<file path="config.mk">
export PLATFORM = sky130hd
export DESIGN_NAME = spi_frame_engine
export DESIGN_NICKNAME = d
export VERILOG_FILES = /design/src/rtl/spi_frame_engine.sv
export SDC_FILE = /design/constraint.sdc
export NUM_CORES = 1
export LEC_CHECK = 0
export BUFFER_PORTS_ARGS = -buffer_cell sky130_fd_sc_hd__buf_2
export CAP_MARGIN = 40
export CELL_PAD_IN_SITES_DETAIL_PLACEMENT = 1
export CELL_PAD_IN_SITES_GLOBAL_PLACEMENT = 1
export CORE_AREA = 2 2 183 185
export DETAILED_ROUTE_END_ITERATION = 6
export DIE_AREA = 0 0 185 187
export PLACE_DENSITY_LB_ADDON = 0.1
export SKIP_LAST_GASP = 1
export SYNTH_ARGS = -nofsm -noshare
export SYNTH_HDL_FRONTEND = slang
export SYNTH_SLANG_ARGS = --single-unit
</file>
<file path="constraint.sdc">
create_clock -name clk -period 11.9 [get_ports clk]
set_clock_uncertainty 0.2 [all_clocks]
set_input_delay 0 -clock clk [delete_from_list [all_inputs] [get_ports clk]]
set_output_delay 0 -clock clk [all_outputs]
set_load 0.05 [all_outputs]
</file>
<file path="src/rtl/spi_frame_engine.sv">
module spi_frame_engine #(
  parameter int NSET = 8,
  parameter int DW   = 32,
  parameter int CSW  = 8,
  parameter int CW   = 18
) (
  input  logic                    clk,
  input  logic                    rst_n,
  input  logic                    cfg_we,
  input  logic [$clog2(NSET)-1:0] cfg_sel,
  input  logic [31:0]             cfg_wdata,
  input  logic [$clog2(NSET)-1:0] attr_sel,
  input  logic                    split_en,
  input  logic                    cont_clk,
  input  logic                    mod_timing,
  input  logic [CSW-1:0]          cs_pat_a,
  input  logic [CSW-1:0]          cs_pat_b,
  input  logic [DW-1:0]           tx_word,
  input  logic                    start,
  input  logic                    miso,
  output logic                    sck,
  output logic                    mosi,
  output logic [CSW-1:0]          cs_n,
  output logic                    busy,
  output logic                    done,
  output logic [DW-1:0]           rx_word,
  output logic                    cfg_err
);
  localparam int IW = $clog2(DW);
  localparam logic [31:0] ATTR_RST = 32'h3800_0000;

  function automatic logic [CW-1:0] period_of(input logic [31:0] a);
    logic [CW-1:0] pre, sc, full;
    case (a[17:16])
      2'd0:    pre = CW'(2);
      2'd1:    pre = CW'(3);
      2'd2:    pre = CW'(5);
      default: pre = CW'(7);
    endcase
    sc   = (a[3:0] < 4'd4) ? CW'({a[3:0], 1'b0}) + CW'(2) : CW'(1) << a[3:0];
    full = pre * sc;
    return a[31] ? full >> 1 : full;
  endfunction

  logic [31:0] attr [NSET];

  for (genvar g = 0; g < NSET; g++) begin : g_set
    always_ff @(posedge clk or negedge rst_n)
      if (!rst_n) attr[g] <= ATTR_RST;
      else if (cfg_we && cfg_sel == g) attr[g] <= cfg_wdata;
  end

  logic [31:0]   s_attr;
  logic [3:0]    s_fsz;
  logic [CW-1:0] s_per;
  assign s_attr  = attr[attr_sel];
  assign s_fsz   = s_attr[30:27];
  assign s_per   = period_of(s_attr);
  assign cfg_err = (s_fsz < 4'd3) || ((s_per <= CW'(3)) && (cont_clk || mod_timing));

  logic          active, half, l_cpol, l_cpha, l_lsb, l_split;
  logic [CW-1:0] cnt, l_per;
  logic [IW-1:0] bitn, l_last, idx;
  logic [3:0]    l_fsz;
  logic [CSW-1:0] l_csa, l_csb;
  logic [DW-1:0] tx_l, rx_acc;

  assign idx  = l_lsb ? bitn : l_last - bitn;
  assign busy = active;
  assign sck  = active ? (l_cpol ^ l_cpha ^ half) : s_attr[26];
  assign mosi = active && tx_l[idx];
  assign cs_n = !active ? '1 : ~((l_split && bitn > IW'(l_fsz)) ? l_csb : l_csa);

  always_ff @(posedge clk or negedge rst_n) begin
    if (!rst_n) begin
      active <= 1'b0; half <= 1'b0; done <= 1'b0;
      cnt <= '0; l_per <= '0; bitn <= '0; l_last <= '0; l_fsz <= '0;
      l_cpol <= 1'b0; l_cpha <= 1'b0; l_lsb <= 1'b0; l_split <= 1'b0;
      l_csa <= '0; l_csb <= '0; tx_l <= '0; rx_acc <= '0; rx_word <= '0;
    end else begin
      done <= 1'b0;
      if (!active) begin
        if (start && !cfg_err) begin
          active  <= 1'b1;
          half    <= 1'b0;
          cnt     <= (s_per >> 1) - CW'(1);
          l_per   <= s_per;
          bitn    <= '0;
          l_fsz   <= s_fsz;
          l_last  <= split_en ? IW'(DW - 1) : IW'(s_fsz);
          l_cpol  <= s_attr[26];
          l_cpha  <= s_attr[25];
          l_lsb   <= s_attr[24];
          l_split <= split_en;
          l_csa   <= cs_pat_a;
          l_csb   <= cs_pat_b;
          tx_l    <= tx_word;
          rx_acc  <= '0;
        end
      end else if (cnt != '0) begin
        cnt <= cnt - CW'(1);
      end else if (!half) begin
        half        <= 1'b1;
        cnt         <= l_per - (l_per >> 1) - CW'(1);
        rx_acc[idx] <= miso;
      end else if (bitn == l_last) begin
        active  <= 1'b0;
        done    <= 1'b1;
        rx_word <= rx_acc;
      end else begin
        bitn <= bitn + IW'(1);
        half <= 1'b0;
        cnt  <= (l_per >> 1) - CW'(1);
      end
    end
  end
endmodule

</file>
Word-level counts from Yosys, hierarchy flattened
Cells that the tools add are included.
{"block": "totals", "wordCells": 132, "memories": 0, "reg_bits": 425, "ram_bits": 0, "rom_bits": 0, "out_inout_bits": 45, "latch_bits": 0, "in_bits": 94}
{"block": "classes", "shifts": 1, "n_addsub": 8, "muxes": 43, "multipliers": 1, "reduce_logical": 26, "n_bitwise": 6, "div": 0, "order_cmp": 7, "eq_ne": 15}
{"op": "two-way mux 32 bit", "count": 6}
{"op": "two-way mux 18 bit", "count": 7}
{"op": "binary-select mux 32 bit (select 3 bit)", "count": 1}
{"op": "subtractor 17 x 1 -> 18 bit (second input constant)", "count": 2}
{"op": "subtractor 18 x 1 -> 18 bit (second input constant)", "count": 2}
{"op": "two-way mux 5 bit", "count": 7}
{"op": "bitwise mux 32 bit", "count": 1}
{"op": "<= comparator 18 x 2 -> 1 bit (second input constant)", "count": 1}
{"op": "multiplier 18 x 18 -> 18 bit", "count": 1}
{"op": "nonzero test 18 bit", "count": 1}
{"op": "<< shifter 1 x 4 -> 18 bit (first input constant)", "count": 1}
{"op": "subtractor 18 x 17 -> 18 bit", "count": 1}
{"op": "two-way mux 1 bit", "count": 16}
{"op": "two-way mux 8 bit", "count": 2}
{"op": "logical AND 1 bit", "count": 13}
{"op": "equality test 3 bit (second input constant)", "count": 4}
{"op": "one-hot mux 3 bit (3 select lines)", "count": 1}
{"op": "inverter 8 bit", "count": 1}
{"op": "AND reduction 4 bit", "count": 2}
{"op": "adder 5 x 2 -> 6 bit (second input constant)", "count": 1}
{"op": "equality test 3 x 2 -> 1 bit (second input constant)", "count": 2}
{"op": "< comparator 5 x 6 -> 1 bit (second input constant)", "count": 1}
{"op": "inequality test 2 bit (second input constant)", "count": 3}
{"op": "AND reduction 2 bit", "count": 3}
{"op": "other kinds (24)", "count": 27}

Depth between registers and ports, before layout
{"block": "logic_depth", "ltp_word": 15, "ltp_mapped": 26, "ltp_nobuf": 22}

Least setup slack after synthesis
Ideal clock, no wire load.
{"block": "synth_path", "path_kind": "input -> register", "startpoint": "in attr_sel[0]", "endpoint": "reg cnt[14]", "t_required_ns": 11.574, "t_arrival_ns": 6.142, "setup_slack_ns": 5.432, "path_buffers": 4, "path_stages": 24, "cell_sequence": "buf_4 buf_2 buf_1 mux4_2 mux2i_1 inv_1 ha_1 ha_1 mux2i_1 nand3_1 fa_1 fa_1 nor2_1 a21oi_1 ha_1 nand2_1 or3_1 or4_1 buf_2 nor3_2 nor3b_2 xnor2_1 o221ai_1 a221o_1"}
{"block": "synth_between", "elab_chain_len": 15, "elab_cells_between_ends": 25, "classes_between": "add/sub: 2; mul: 1; order compare: 3; eq/ne: 2; shift: 1; mux: 8; bitwise: 1; reduce/logical: 7"}
{"element": "start: declaration", "line": "12", "rtl": "input logic [$clog2(NSET)-1:0] attr_sel,"}
{"element": "inverter 3 -> 4 bit (implied by the code) (*)", "line": "56", "rtl": "assign s_attr = attr[attr_sel];"}
{"element": "binary-select mux 32 bit (select 3 bit) (*)", "line": "56"}
{"element": "two-way mux 32 bit (implied by the code) (*) (2 in a row)", "line": "56"}
{"element": "adder 5 x 2 -> 6 bit (tied with other cells)", "line": "40", "rtl": "sc = (a[3:0] < 4'd4) ? CW'({a[3:0], 1'b0}) + CW'(2) : CW'(1) << a[3:0];"}
{"element": "two-way mux 18 bit or one-hot mux 3 bit (3 select lines) (tied branches)", "line": "40, 34"}
{"element": "multiplier 18 x 18 -> 18 bit", "line": "41", "rtl": "full = pre * sc;"}
{"element": "two-way mux 18 bit", "line": "42", "rtl": "return a[31] ? full >> 1 : full;"}
{"element": "<= comparator 18 x 2 -> 1 bit", "line": "59", "rtl": "assign cfg_err = (s_fsz < 4'd3) || ((s_per <= CW'(3)) && (cont_clk || mod_timing));"}
{"element": "logical AND 1 bit", "line": "59"}
{"element": "logical OR 1 bit", "line": "59"}
{"element": "zero test 1 bit", "line": "83", "rtl": "if (start && !cfg_err) begin"}
{"element": "logical AND 1 bit", "line": "83"}
{"element": "nonzero test 2 bit (no source line)"}
{"element": "AND reduction 2 bit (no source line)"}
{"element": "end signal: assignment", "line": "86", "rtl": "cnt <= (s_per >> 1) - CW'(1);"}
{"element": "end signal: assignment", "line": "101", "rtl": "cnt <= cnt - CW'(1);"}
{"element": "end signal: assignment", "line": "104", "rtl": "cnt <= l_per - (l_per >> 1) - CW'(1);"}
{"element": "end: declaration", "line": "62", "rtl": "logic [CW-1:0] cnt, l_per;"}
Mark *: on every way between the ends. The rest lies on a longest branch, timed or not. The select of a mux whose other input is x is not followed.
A chain may end at the register's enable or synchronous reset.

Final worst setup path
{"block": "layout_path", "startpoint": "reg attr[0] (netlist name)", "endpoint": "reg cnt[4]"}
{"block": "layout_between", "elab_chain_len": 14, "elab_cells_between_ends": 19, "classes_between": "add/sub: 2; mul: 1; order compare: 2; shift: 1; mux: 7; reduce/logical: 6"}
{"element": "start: declaration", "line": "45", "rtl": "logic [31:0] attr [NSET];"}
{"element": "start signal: indexed assignment", "line": "50", "rtl": "else if (cfg_we && cfg_sel == g) attr[g] <= cfg_wdata;"}
{"element": "binary-select mux 32 bit (select 3 bit) (*)", "line": "56"}
{"element": "two-way mux 32 bit (implied by the code) (*) (2 in a row)", "line": "56"}
{"element": "adder 5 x 2 -> 6 bit (tied with other cells)", "line": "40"}
{"element": "two-way mux 18 bit (*)", "line": "40"}
{"element": "multiplier 18 x 18 -> 18 bit (*)", "line": "41"}
{"element": "two-way mux 18 bit (*)", "line": "42"}
{"element": "<= comparator 18 x 2 -> 1 bit", "line": "59"}
{"element": "logical AND 1 bit", "line": "59"}
{"element": "logical OR 1 bit", "line": "59"}
{"element": "zero test 1 bit", "line": "83"}
{"element": "logical AND 1 bit", "line": "83"}
{"element": "nonzero test 2 bit (no source line)"}
{"element": "AND reduction 2 bit (no source line)"}
Marks and branches as above.

==> summary.md <==
| Metric | Value |
|---|---|
| Multi-input gate area | a little over 9000 sq um |
| Final core occ | about three fifths |
| Net Sw Power | approximately 2.2 mW |
| Delay of the slowest critical-path stage | between 0.6 and 0.7 ns |
| Post-route setup TNS | 0 ns |
| Clock Pin Slew Worst Setup and Hold Paths | 0.07 ns |
| Die Y-Extent | approximately 190 um |
| First-pass GRT wire length | just over 80,000 um |
| Largest net degree at the start of global routing | around 140 |
| Post-CTS sizing | 0 |
| Final hold vios | 24 |
| Worst-Skew Late Latency | roughly 0.58 ns |
| Total CTS buffers | 30 |
| Crit path time final | 7.67 ns |
| Post-CTS Setup Inserts | 0 |
| MaxCap Viol Count | 0 |
| R2R Path Start | attr[0] |
| Syn avg cell area | around 10 sq um |
| HPWL Detailed | around 31,000 um |
| Syn-to-layout area delta | 17.5% |
| DR iter-0 viols | 612 |
| Clock Power Share | 19.0% |
| Worst Setup End Kind | flop |
| Synth warnings | 0 |
| Slew headroom | roughly 28% |
| Share of cells above drive strength 1 | roughly a quarter |
| Flop pwr share | 29.4% |
| R2r setup slk | about 4.2 ns |
| Number of synthesized flops with an enable pin | 0 |
| Post-route ant nets | 0 |
| Die ar. | 34,600 sq um |
| Worst Hold Class | input port to async pin |
| Top-area cell type share of the netlist area | 38.4% |
| Failing checks | hold timing |
| CTS tree | yes |
| Top-count cell post-synth | dfrtp_1 |
| RSZ-0062 raised after global routing | false |
| Core Rows | 67 |
| All-Layer GR Usage | about 30% |
| Switch share | 44.6% |
| CP max stage cell | mux2i_1 |
| Arr. time, crit path | 7.91 ns |
| Largest cells by area after synthesis | dfrtp_1 38%, mux2_2 12%, ha_1 5.0%, mux4_2 4.9%, nand2_1 4.3% |
| Crit Reg-Reg Endpoint | cnt[4] |
| GRT overflow | 0 |
| Filler Cell Count | approximately 3.5k |
| Power Dens Cells | roughly 250 nW/um^2 |
| Final wirelength | roughly 51,000 um |
| Synth cell types | between 70 and 80 |
| Max VDD drop | 0.122 mV |
| Post-Place Cells | between 2k and 2.5k |
| Die Width | ~190 um |
| Core area | between 30,000 and 40,000 sq um |
| Synth area leader | dfrtp_1 |
| Routed vias | roughly 13k |
| IO Port Bufs | 120 |
| Final cell count without fillers | 2,247 |
| WS Path Type | flop to flop |
| Seq/Total Area, Yosys | approximately 42% |
| Static leakage | around 8.9 nW |
| CP Cell Sequence | mux4_2, mux2i_1, inv_1, ha_1, ha_1, mux2i_1, nand2_1, a21oi_1, fa_1, ha_1, nor2b_1, o21ai_1, a211oi_1, xnor2_1, or3b_4, a211oi_4, a31oi_4, buf_4, nor2_2, inv_2, mux2i_1, o21ai_1 |
| Combinational fraction of design power | about 52% |
| Synthesized flop and latch total | 280 |
| Worst-margin pin slew | about 1.1 ns |
| Register Area | slightly above 7000 sq um |
| Status | complete, but fails checks |
| Final Wtd Congestion | 0.822 |
| Clock sinks | 280 |
| Worst EP required | 12.14 ns |
| Pwr Total | 4.96 mW |
| FF-to-FF path depth | 22 |
| IO Count | between 100 and 150 |
| Initial Util | around half |
| Fmax achieved | between 100 and 150 MHz |
| H-tree depth | 1 |
| CTS root buffer | clkbuf_16 |
| Vias in the first global route | approximately 14k |
| Detailed Routing Iterations Pass 1 | 4 |
| Slew Viols, Final | 0 |
| Drc violations | 0 |
| Fin Hold WS | -0.0278 ns |
| Post-synth top cells | 256 x dfrtp_1, 190 x nand2_1, 172 x mux2_2 |
| Post-Syn Instances | 1,595 |
| CP max FO | 38 |
| Post-Syn Area | roughly 17,000 sq um |
| Setup crit start kind | flop |
| Ys flop type | dfrtp_1 |
| DR WL/cell | 22.8 um |
| Net count, final | around 2.0k |
| Initial antenna violation count | 3 |
| Int Pwr | 2.75 mW |
| Final setup violation count | 0 |
| Vias per Instance | between 5 and 6 |
| CTS max path bufs | 3 |
| Tcrit/Tclk final | approximately 64% |
| Fraction of registers with async set/reset | 100% |
==> repair_timing <==
| item | in CTS | in global routing |
|---|---|---|
| hold buffers | 77 | 1 |
| endpoints found under the hold margin | 335 | 1 |
| endpoints found under the setup margin | 0 | 0 |
==> cells by family after synthesis <==
kind of cell,after synthesis,synth area share (%)
xor gates and xnor gates,68,3.66
AOI/OAI and AO/OA,327,12.5
and+or+nand+nor,456,12.8
other,1,0.0225
buffers and inverters,138,3.27
DFF,280,42.2
muxes,241,18.5
adders and majority gates,84,7.07
==> worst max-delay path: cells and delay by family, from the launching register on <==
family,cells,cell delay (ns)
buf+inv,3,0.80
compound gates,6,1.46
mux,4,1.54
flops,1,0.40
fa+ha+maj,4,1.45
simple gates,4,1.32
xor+xnor,1,0.32
==> metal layers <==
layer	up-vias	GRT usage (%)	part of all wire [%]
met3	142	3.64	3.1
met1	6668	36.8	41
met5	-	0	0
met2	290	52.3	51
li1	6084	-	-
met4	0	15.5	5.3
==> per-stage QoR <==
stage	setup slack, ns	cell area [sq um]	hold slack [ns]
global route	3.83	19600	0.00765
finish	4.23	19600	-0.0278
floorplan	5.43	16700	-0.496
global placement	4.15	17700	0.00190
CTS	4.27	19600	0.000395
detailed placement	3.92	17800	0.0140
==> registers in the layout (all words and copies together) (netlist names) <==
register  count
done          1
attr        112
bitn          5
l_fsz         4
l_cpol        1
cnt          18
l_last        4
rx_word      32
l_lsb         1
l_per        18
tx_l         32
rx_acc       32
l_cpha        1
half          1
l_csa         8
l_split       1
l_csb         8
busy          1
==> layout make-up <==
cell class / count / area share, %
clock buffer: 49 / 4.70
multi-input combinational: 1178 / 46.7
inverter: 61 / 1.17
clock inverter: 5 / 0.217
timing repair buffer: 223 / 8.45
sequential: 280 / 35.9
tap: 448 / 2.86
antenna: 3 / 0.0383
==> worst max path at each step <==
stage	end	from
final	cnt[4]	attr[0]
after global routing	cnt[4]	attr[0]
after CTS	cnt[4]	attr[0]
after detailed placement	cnt[4]	attr_sel[0]
after global placement	cnt[8]	attr_sel[0]
after floorplan	cnt[14]	attr_sel[0]
==> power by group through the flow <==
| stage | sequential (mW) | clock (mW) | combinational, mW |
|---|---|---|---|
| final | 1.46 | 0.944 | 2.56 |
| after global routing | 1.48 | 0.986 | 2.80 |
| after CTS | 1.42 | 0.935 | 2.48 |
| after detailed placement | 1.43 | 0 | 2.43 |
| after global placement | 1.40 | 0 | 2.34 |
| after floorplan | 1.36 | 0 | 1.87 |
==> cell usage in the layout (no fill, tap or decap), types with 7 or more instances in the layout <==
cell type / netlist / layout
a211oi_1: 10 / 10
a21o_1: 11 / 11
a21oi_1: 73 / 73
a31oi_1: 35 / 35
and2_1: 13 / 13
and3_1: 29 / 29
buf_2: 19 / 119
buf_4: 1 / 17
buf_8: 0 / 7
clkbuf_1: 54 / 9
clkbuf_16: 0 / 30
clkbuf_8: 0 / 10
dfrtp_1: 256 / 255
dfstp_2: 24 / 24
dlygate4sd3_1: 0 / 78
fa_1: 17 / 17
ha_1: 67 / 67
inv_1: 60 / 60
mux2_2: 172 / 172
mux2i_1: 32 / 30
mux4_2: 36 / 36
nand2_1: 190 / 190
nand2b_1: 8 / 8
nand3_1: 18 / 18
nand4_1: 10 / 10
nor2_1: 104 / 103
nor2b_1: 14 / 14
nor3_1: 22 / 20
nor4_1: 7 / 7
o211ai_1: 17 / 17
o21a_1: 14 / 14
o21ai_0: 92 / 92
o21ai_1: 16 / 16
o31ai_1: 7 / 7
or3_1: 9 / 9
or4_1: 8 / 8
xnor2_1: 44 / 44
xor2_1: 22 / 22
Note: power is estimated with default switching activity, not from simulation.
